==> src/rtl/freq_mult_pkg.sv <==
package freq_mult_pkg;

    // Two-stage synchronizer plus one delayed copy for edge detection
    typedef struct packed {
        logic s1;
        logic s2;
        logic s3;
    } sync_state_t;

    // Per-period status recorded at each latch
    typedef struct packed {
        logic armed;
        logic locked;
        logic ovf;
    } meter_flags_t;

endpackage

==> src/rtl/ref_edge_sync.sv <==
module ref_edge_sync
    import freq_mult_pkg::*;
(
    input  logic clk,
    input  logic rst,
    input  logic ref_in,
    output logic rise
);
    sync_state_t st_d, st_q;

    always_comb begin
        st_d    = st_q;
        st_d.s1 = ref_in;
        st_d.s2 = st_q.s1;
        st_d.s3 = st_q.s2;
    end

    always_ff @(posedge clk) begin
        if (rst) st_q <= '0;
        else     st_q <= st_d;
    end

    assign rise = st_q.s2 & ~st_q.s3;
endmodule

==> src/rtl/prescale_tick.sv <==
module prescale_tick #(
    parameter int DIV = 6
) (
    input  logic clk,
    input  logic rst,
    input  logic restart,
    output logic tick
);
    localparam int PW = (DIV > 2) ? $clog2(DIV) : 1;
    localparam logic [PW-1:0] LAST = PW'(DIV - 1);

    typedef struct packed {
        logic [PW-1:0] cnt;
    } pre_state_t;

    pre_state_t st_d, st_q;

    always_comb begin
        st_d = st_q;
        if (restart)                st_d.cnt = '0;
        else if (st_q.cnt == LAST)  st_d.cnt = '0;
        else                        st_d.cnt = st_q.cnt + 1'b1;
    end

    always_ff @(posedge clk) begin
        if (rst) st_q <= '0;
        else     st_q <= st_d;
    end

    assign tick = (st_q.cnt == LAST);
endmodule

==> src/rtl/period_meter.sv <==
module period_meter
    import freq_mult_pkg::*;
#(
    parameter int CNT_W = 24
) (
    input  logic             clk,
    input  logic             rst,
    input  logic             tick,
    input  logic             rise,
    output logic [CNT_W-1:0] hold,
    output logic             locked,
    output logic             ovf
);
    localparam logic [CNT_W-1:0] FULL = '1;

    typedef struct packed {
        logic [CNT_W-1:0] meas;
        logic [CNT_W-1:0] hold;
        meter_flags_t     fl;
    } meter_state_t;

    meter_state_t     st_d, st_q;
    logic [CNT_W-1:0] stepped;
    logic             sat;

    always_comb begin
        // count including any step landing on this cycle, saturating
        stepped = (st_q.meas == FULL) ? FULL : st_q.meas + CNT_W'(tick);
        sat     = (stepped == FULL);
        st_d    = st_q;
        if (rise) begin
            st_d.hold      = stepped;
            st_d.meas      = '0;
            st_d.fl.armed  = 1'b1;
            st_d.fl.locked = st_q.fl.armed & (stepped != '0) & ~sat;
            st_d.fl.ovf    = st_q.fl.armed & sat;
        end else begin
            st_d.meas = stepped;
        end
    end

    always_ff @(posedge clk) begin
        if (rst) st_q <= '0;
        else     st_q <= st_d;
    end

    assign hold   = st_q.hold;
    assign locked = st_q.fl.locked;
    assign ovf    = st_q.fl.ovf;
endmodule

==> src/rtl/replay_gen.sv <==
module replay_gen #(
    parameter int CNT_W = 24
) (
    input  logic             clk,
    input  logic             rst,
    input  logic             rise,
    input  logic [CNT_W-1:0] hold,
    output logic             tog
);
    typedef struct packed {
        logic [CNT_W-1:0] cnt;
        logic             tog;
    } replay_state_t;

    replay_state_t    st_d, st_q;
    logic [CNT_W-1:0] term;

    always_comb begin
        term = hold - CNT_W'(1);
        st_d = st_q;
        if (rise) begin
            st_d.cnt = '0;
            st_d.tog = 1'b1;
        end else if (st_q.cnt == term) begin
            st_d.cnt = '0;
            st_d.tog = ~st_q.tog;
        end else begin
            st_d.cnt = st_q.cnt + CNT_W'(1);
        end
    end

    always_ff @(posedge clk) begin
        if (rst) st_q <= '0;
        else     st_q <= st_d;
    end

    assign tog = st_q.tog;
endmodule

==> src/rtl/freq_mult.sv <==
module freq_mult #(
    parameter int MULT  = 3,
    parameter int CNT_W = 24
) (
    input  logic clk,
    input  logic rst,
    input  logic ref_in,
    output logic mult_out,
    output logic locked,
    output logic overflow
);
    localparam int DIV = 2 * MULT;

    logic             rise_w;
    logic             tick_w;
    logic             tog_w;
    logic [CNT_W-1:0] hold_w;

    ref_edge_sync u_sync (
        .clk    (clk),
        .rst    (rst),
        .ref_in (ref_in),
        .rise   (rise_w)
    );

    prescale_tick #(.DIV(DIV)) u_pre (
        .clk     (clk),
        .rst     (rst),
        .restart (rise_w),
        .tick    (tick_w)
    );

    period_meter #(.CNT_W(CNT_W)) u_meter (
        .clk    (clk),
        .rst    (rst),
        .tick   (tick_w),
        .rise   (rise_w),
        .hold   (hold_w),
        .locked (locked),
        .ovf    (overflow)
    );

    replay_gen #(.CNT_W(CNT_W)) u_replay (
        .clk  (clk),
        .rst  (rst),
        .rise (rise_w),
        .hold (hold_w),
        .tog  (tog_w)
    );

    assign mult_out = tog_w & locked;
endmodule

==> config.mk <==
export PLATFORM = sky130hd
export DESIGN_NAME = freq_mult
export DESIGN_NICKNAME = d
export VERILOG_FILES = /design/src/rtl/freq_mult_pkg.sv /design/src/rtl/ref_edge_sync.sv /design/src/rtl/prescale_tick.sv /design/src/rtl/period_meter.sv /design/src/rtl/replay_gen.sv /design/src/rtl/freq_mult.sv
export SDC_FILE = /design/constraint.sdc
export NUM_CORES = 1
export LEC_CHECK = 0
export BUFFER_PORTS_ARGS = -buffer_cell sky130_fd_sc_hd__buf_2
export CAP_MARGIN = 30
export CORE_ASPECT_RATIO = 1.5
export CORE_MARGIN = 3
export CORE_UTILIZATION = 57
export DETAILED_ROUTE_END_ITERATION = 10
export GPL_ROUTABILITY_DRIVEN = 0
export GPL_TIMING_DRIVEN = 0
export PLACE_DENSITY_LB_ADDON = 0.1
export SYNTH_ARGS = -nofsm -noshare
export SYNTH_HDL_FRONTEND = slang
export SYNTH_SLANG_ARGS = --single-unit
==> constraint.sdc <==
create_clock -name clk -period 2.6 [get_ports clk]
set_input_delay 0.52 -clock clk [delete_from_list [all_inputs] [get_ports clk]]
set_output_delay 0.52 -clock clk [all_outputs]
set_load 0.02 [all_outputs]
# [Yosys cells after proc, flatten, opt, wreduce, memory -nomap -nowiden]
# Index checks and enable logic that the tools add are counted.
[op_classes] addsub=4 eq_ne=4 mux=3 bitwise_logic=8 n_reduce_logical=5
[ops] cell="equality test 24 bit, second input constant" count=2
[ops] cell="adder 24 x 1 -> 24 bit" count=1
[ops] cell="adder 24 x 1 -> 24 bit, second input constant" count=1
[ops] cell="equality test 24 bit" count=1
[ops] cell="two-way mux 24 bit" count=1
[ops] cell="nonzero test 24 bit" count=1
[ops] cell="subtractor 24 x 1 -> 24 bit, second input constant" count=1
[ops] cell="OR reduction 3 bit" count=2
[ops] cell="bitwise AND 1 bit" count=5
[ops] cell="adder 3 x 1 -> 3 bit, second input constant" count=1
[ops] cell="equality test 3 bit, second input constant" count=1
[ops] cell="NOT 1 bit" count=3
[ops] cell="two-way mux 1 bit" count=2
[ops] cell="nonzero test 2 bit" count=1
[ops] cell="OR reduction 2 bit" count=1
[totals] register_bits=82 output_inout_bits=3

# [Depth between registers and ports, before layout]
[depth] word_depth=6 ltp_mapped=14

# [Cells and area by module]
# From an unflattened synthesis, not the netlist that was laid out.
[unflattened] hier_cells=585 area_unflattened_um2=4859.7
[modules_own_cells] mod="period_meter" instances=1 cells_each=326 area_per_inst_um2=2667.6 seq_area_each_um2=1021.0
[modules_own_cells] mod="replay_gen" instances=1 cells_each=238 area_per_inst_um2=1959.4 seq_area_each_um2=500.5
[modules_own_cells] mod="prescale_tick" instances=1 cells_each=13 area_per_inst_um2=138.9 seq_area_each_um2=60.1
[modules_own_cells] mod="ref_edge_sync" instances=1 cells_each=7 area_per_inst_um2=87.6 seq_area_each_um2=60.1
[modules_own_cells] mod="freq_mult" instances=1 cells_each=1 area_per_inst_um2=6.3 seq_area_each_um2=0.0

# [Worst setup path after synthesis]
# OpenSTA, ideal clock, no wires.
[synth_path] path_type="flip-flop to flip-flop" startpoint="register u_pre.st_q[0] (netlist name)" endpoint="register u_meter.st_q, in the netlist u_meter.ovf" setup_time_ns=0.058 arrival_time_ns=2.769 required_time_ns=2.542 setup_slack_ns=-0.227 path_stages_with_launch=13 n_path_buf=1 cell_sequence="dfxtp_1 ha_1 and2_1 ha_1 ha_1 clkbuf_1 nand4_1 nor3_1 xnor2_1 nor4_4 nand4_1 a2111oi_2 a21o_1"
[synth_between] elab_chain_len=5
[synth_lines] element="from (decl)" line_no="prescale_tick.sv:16" rtl="pre_state_t st_d, st_q;"
[synth_lines] element="from (signal assigned)" line_no="prescale_tick.sv:27" rtl="else st_q <= st_d;"
[synth_lines] element="equality test 3 bit" line_no="prescale_tick.sv:30" rtl="assign tick = (st_q.cnt == LAST);"
[synth_lines] element="adder 24 x 1 -> 24 bit" line_no="period_meter.sv:28" rtl="stepped = (st_q.meas == FULL) ? FULL : st_q.meas + CNT_W'(tick);"
[synth_lines] element="two-way mux 24 bit" line_no="period_meter.sv:28"
[synth_lines] element="equality test 24 bit" line_no="period_meter.sv:29" rtl="sat = (stepped == FULL);"
[synth_lines] element="bitwise AND 1 bit" line_no="period_meter.sv:36" rtl="st_d.fl.ovf = st_q.fl.armed & sat;"
[synth_lines] element="to (signal assigned)" line_no="period_meter.sv:44" rtl="else st_q <= st_d;"
[synth_lines] element="to (decl)" line_no="period_meter.sv:22" rtl="meter_state_t st_d, st_q;"
# Every way passes these cells.
# A chain may end at the register's enable or synchronous reset.

# [Worst setup path after layout]
[layout_path] startpoint="register u_pre.st_q[1] (netlist name)" endpoint="register u_meter.st_q, in the netlist u_meter.ovf"
# Same word-level chain as after synthesis.

==> results <==
- Across all register-to-register paths, the minimum setup slack is -0.21 ns.
- The number of global-route vias before repair is 4599.
- Input and output buffers added on the ports amount to 5.
- The number of fill cells is 604.
- The critical register-to-register path startpoint is u_pre.st_q[1].
- sky130_fd_sc_hd__dfxtp_1 takes more of the synthesized area than any other cell.
- In this run, synthesis inferred 0 flip-flops with an integrated enable.
- The post-placement cell count is 700.
- The floorplan has 40 rows.
- Setup repair after global routing could not meet its margin everywhere.
- The average wire per cell in the routed design is 19.3 µm.
- Power spread over the standard cell area amounts to 447 mW/mm².
- Setup violations remaining at the end of the flow were counted as 25.
- Adding up every negative setup slack in the final design gives -1.56 ns.
- The antenna diode count is 0.
- After synthesis, the largest area contributor takes up 34.0% of total cell area.
- The share of the cycle needed by the critical path after routing is 108%.
- The post-detailed-placement half-perimeter wirelength is 9.73 mm.
- The final cell utilization of the core is 75.1%.
- For this design, the CTS-stage hold fixing added 0 buffers.
- The tool flagged a number of max-cap violations equal to 0.
- Final hold analysis gives a worst-case slack of 0.396 ns.
- The die outline width is 81.2 µm.
- The level count of the clock H-tree is 3.
- The maximum frequency from static timing analysis is 356 MHz.
- The clock net in this run drives a total of 82 sinks.
- Averaged over all synthesized cells, the footprint is 8.18 µm².
- The number of top-level design ports is 6.
- The clock tree root driver cell is sky130_fd_sc_hd__clkbuf_16.
- The count of state elements after synthesis is 82.
- The launch point of the worst hold path is ref_in.
- The die covers 0.00963 mm².
- The number of hold violations in the final report came to 0.
- After clock tree synthesis, the clock-pin slew on the worst setup and hold paths is 0.07 ns.
- The worst pin sits at a relative slew slack of 36.6%.
- The final period demand of the worst path is 2.81 ns.
- TritonCTS created 9 clock buffers.
- Of all nets on the critical path, the largest fanout is 4.
- The detailed router placed 4683 vias in this run.
- The total DRC errors in the routed layout is 0.
- The die height is 119 µm.
- The first detailed-routing pass ran for 5 iterations.
- Counting along the longest clock path gives a buffer depth of 2.
- sky130_fd_sc_hd__dfxtp_1 is the most common cell in the netlist.
- The first routing iteration left 218 violations.
- The peak ir drop on the vdd network is 0.355 mV.
- The static leakage is 2.24 nW.
- After synthesis, the cell types taking the most area are sky130_fd_sc_hd__dfxtp_1 (34%), sky130_fd_sc_hd__xnor2_1 (8.5%), sky130_fd_sc_hd__nor2_1 (5.5%).
- On the final layout, the worst clock skew is 0.00686 ns.
- Setup slack on the critical path of the routed design comes to -0.211 ns.
- The total count of max-transition violations in the final report is 0.
- At the end of the flow, the number of nets in the layout was 638.
- The worst setup path is of the reg2reg kind.
- The synthesized instance count is 590.
- The later pin in the worst-skew pair is clocked with a latency of 0.35 ns.
- Once detail routing completed, the nets flagged for antenna violations numbered 0.
- For this run, the number of Yosys warnings is 0.
- The share of synthesized registers carrying an async set or reset is 0%.
- OpenSTA, run right after detailed placement, puts the worst setup slack at -0.665 ns.
- The number of nets in the synthesized netlist is 599.
- Yosys mapped the design onto 71 distinct sky130hd cell types.
- From synthesis to final layout, the design area changed by 26.0%.
- The sort of element at the start of the critical path is a flip-flop.
- For this configuration, the core starts out at a cell density of 59.6%.
- In the synthesized netlist, the cells that appear most often are sky130_fd_sc_hd__dfxtp_1 (82), sky130_fd_sc_hd__nor2_1 (71), sky130_fd_sc_hd__xnor2_1 (47).
- The first element of the critical path is u_pre.st_q[1].
- The first global-routing pass estimated 22.5 mm of wire.
- The required time of the critical path is 2.90 ns.
- The share of the Yosys chip area taken by registers is 34.0%.
- At the pin with the least slew margin, the transition time is 0.951 ns.
- The arrival time of the worst setup path is 3.11 ns.
- The total overflow left after global routing is 0.
- The CTS tree is yes.
- The number of cells in the finished layout apart from fillers is 739.
- The sort of element at the end of the critical path is a flip-flop.
- The checks that failed: setup timing.
- The maximum number of pins on one net before global-route repair is 17.
- The worst hold-check path type is in2reg.
- The total routed wirelength is 14.2 mm.
- The run finished, with violations left.
- The share of cells above drive strength 1 is 25.6%.
- The number of antenna violations at the first check in global routing was 0.
- The global-route total usage across every layer is 30.4%.
- The mean number of vias per cell is 6.34.
- The mapped netlist covers 0.00483 mm².
- The region available for standard cell placement spans 0.00811 mm².
- The most used flip-flop cell after synthesis is sky130_fd_sc_hd__dfxtp_1.
==> path summary, 6_finish.rpt <==
check | endpoint | cells past startpoint
min reg2reg | u_pre.st_q[0] | 1
max reg2reg | u_meter.ovf | 13
min | u_sync.st_d[1] | 2
max | u_meter.ovf | 13
==> area by class of cell <==
class | count | area (µm²) | area share (%)
Buffer | 32 | 173 | 2.84
Clock buffer | 9 | 225 | 3.70
Clock inverter | 7 | 82.6 | 1.36
Inverter | 13 | 48.8 | 0.802
Multi-Input combinational cell | 457 | 3470 | 57.0
Sequential cell | 82 | 1660 | 27.3
Tap cell | 105 | 131 | 2.16
Timing Repair Buffer | 34 | 297 | 4.87
==> through the flow <==
stage | cell area [µm²] | power [mW]
global route | 6090 | 2.81
floorplan | 4850 | 1.36
global placement | 5010 | 1.38
finish | 6090 | 2.72
detailed placement | 5010 | 1.39
CTS | 5700 | 2.71
==> sequential cells by signal, indices dropped and copies added (netlist names) <==
name	flops
u_meter.st_q	25
u_meter.hold	24
u_replay.st_q	24
u_pre.st_q	3
u_sync.st_d	2
u_meter.locked	1
u_meter.ovf	1
u_replay.tog	1
u_sync.st_q	1
==> what timing repair did <==
item | in CTS | in global routing
pin swaps | 18 | 32
resized for setup | 49 | 81
endpoints found under the hold margin | 0 | 0
setup endpoints to repair | 36 | 44
buffers inserted | 22 | 5
gates cloned | 0 | 2
==> critical path, cell delays in order, from the launching register on <==
cell and delay (ns):
sky130_fd_sc_hd__dfxtp_2 0.33, sky130_fd_sc_hd__inv_2 0.06, sky130_fd_sc_hd__ha_4 0.11, sky130_fd_sc_hd__and2_4 0.15, sky130_fd_sc_hd__ha_4 0.16, sky130_fd_sc_hd__buf_6 0.13, sky130_fd_sc_hd__buf_6 0.10, sky130_fd_sc_hd__nand3_4 0.07
sky130_fd_sc_hd__nor4_4 0.20, sky130_fd_sc_hd__or4b_4 0.51, sky130_fd_sc_hd__a311oi_2 0.23, sky130_fd_sc_hd__nand4_1 0.23, sky130_fd_sc_hd__a2111oi_2 0.36, sky130_fd_sc_hd__a21o_1 0.12
==> report_power, final <==
| part | internal (mW) | switching, mW |
|---|---|---|
| registers | 1.27 | 0.0120 |
| clock network | 0.761 | 0.568 |
| logic | 0.0463 | 0.0698 |
==> kinds of logic (layout without fill, tap and decap cells) <==
kind of cell	Yosys count	count (layout)	share of synthesized area, %
AOI/OAI and AO/OA	127	127	18.1
xor gates and xnor gates	72	72	13.1
adders and majority gates	6	6	1.55
buffers and inverters	51	95	4.30
DFF	82	82	34.0
and+or+nand+nor	252	252	28.9
==> routing by layer <==
| metal | up-vias | wire [µm] | track usage, % |
|---|---|---|---|
| met5 | - | 0 | 0 |
| li1 | 2216 | - | - |
| met4 | 0 | 947 | 19.0 |
| met3 | 70 | 568 | 6.17 |
| met2 | 185 | 7460 | 52.0 |
| met1 | 2212 | 5250 | 33.2 |
==> placed cells by master (no fill, tap or decap), types with 5 or more instances in the layout <==
cell / instances
sky130_fd_sc_hd__a21o_1: 17
sky130_fd_sc_hd__a21oi_1: 34
sky130_fd_sc_hd__a31oi_1: 5
sky130_fd_sc_hd__and2_1: 7
sky130_fd_sc_hd__and3_1: 11
sky130_fd_sc_hd__and4_1: 8
sky130_fd_sc_hd__buf_2: 10
sky130_fd_sc_hd__buf_4: 22
sky130_fd_sc_hd__buf_6: 6
sky130_fd_sc_hd__clkbuf_1: 17
sky130_fd_sc_hd__clkbuf_16: 11
sky130_fd_sc_hd__clkbuf_2: 5
sky130_fd_sc_hd__dfxtp_1: 74
sky130_fd_sc_hd__inv_1: 11
sky130_fd_sc_hd__nand2_1: 38
sky130_fd_sc_hd__nand3_1: 25
sky130_fd_sc_hd__nand4_1: 16
sky130_fd_sc_hd__nor2_1: 48
sky130_fd_sc_hd__nor2_2: 10
sky130_fd_sc_hd__nor2_4: 13
sky130_fd_sc_hd__nor3_1: 12
sky130_fd_sc_hd__nor3_4: 5
sky130_fd_sc_hd__nor4_1: 5
sky130_fd_sc_hd__nor4_4: 5
sky130_fd_sc_hd__o211ai_1: 7
sky130_fd_sc_hd__o21ai_0: 14
sky130_fd_sc_hd__xnor2_1: 42
sky130_fd_sc_hd__xor2_1: 24
(Power assumes the default switching activity.)
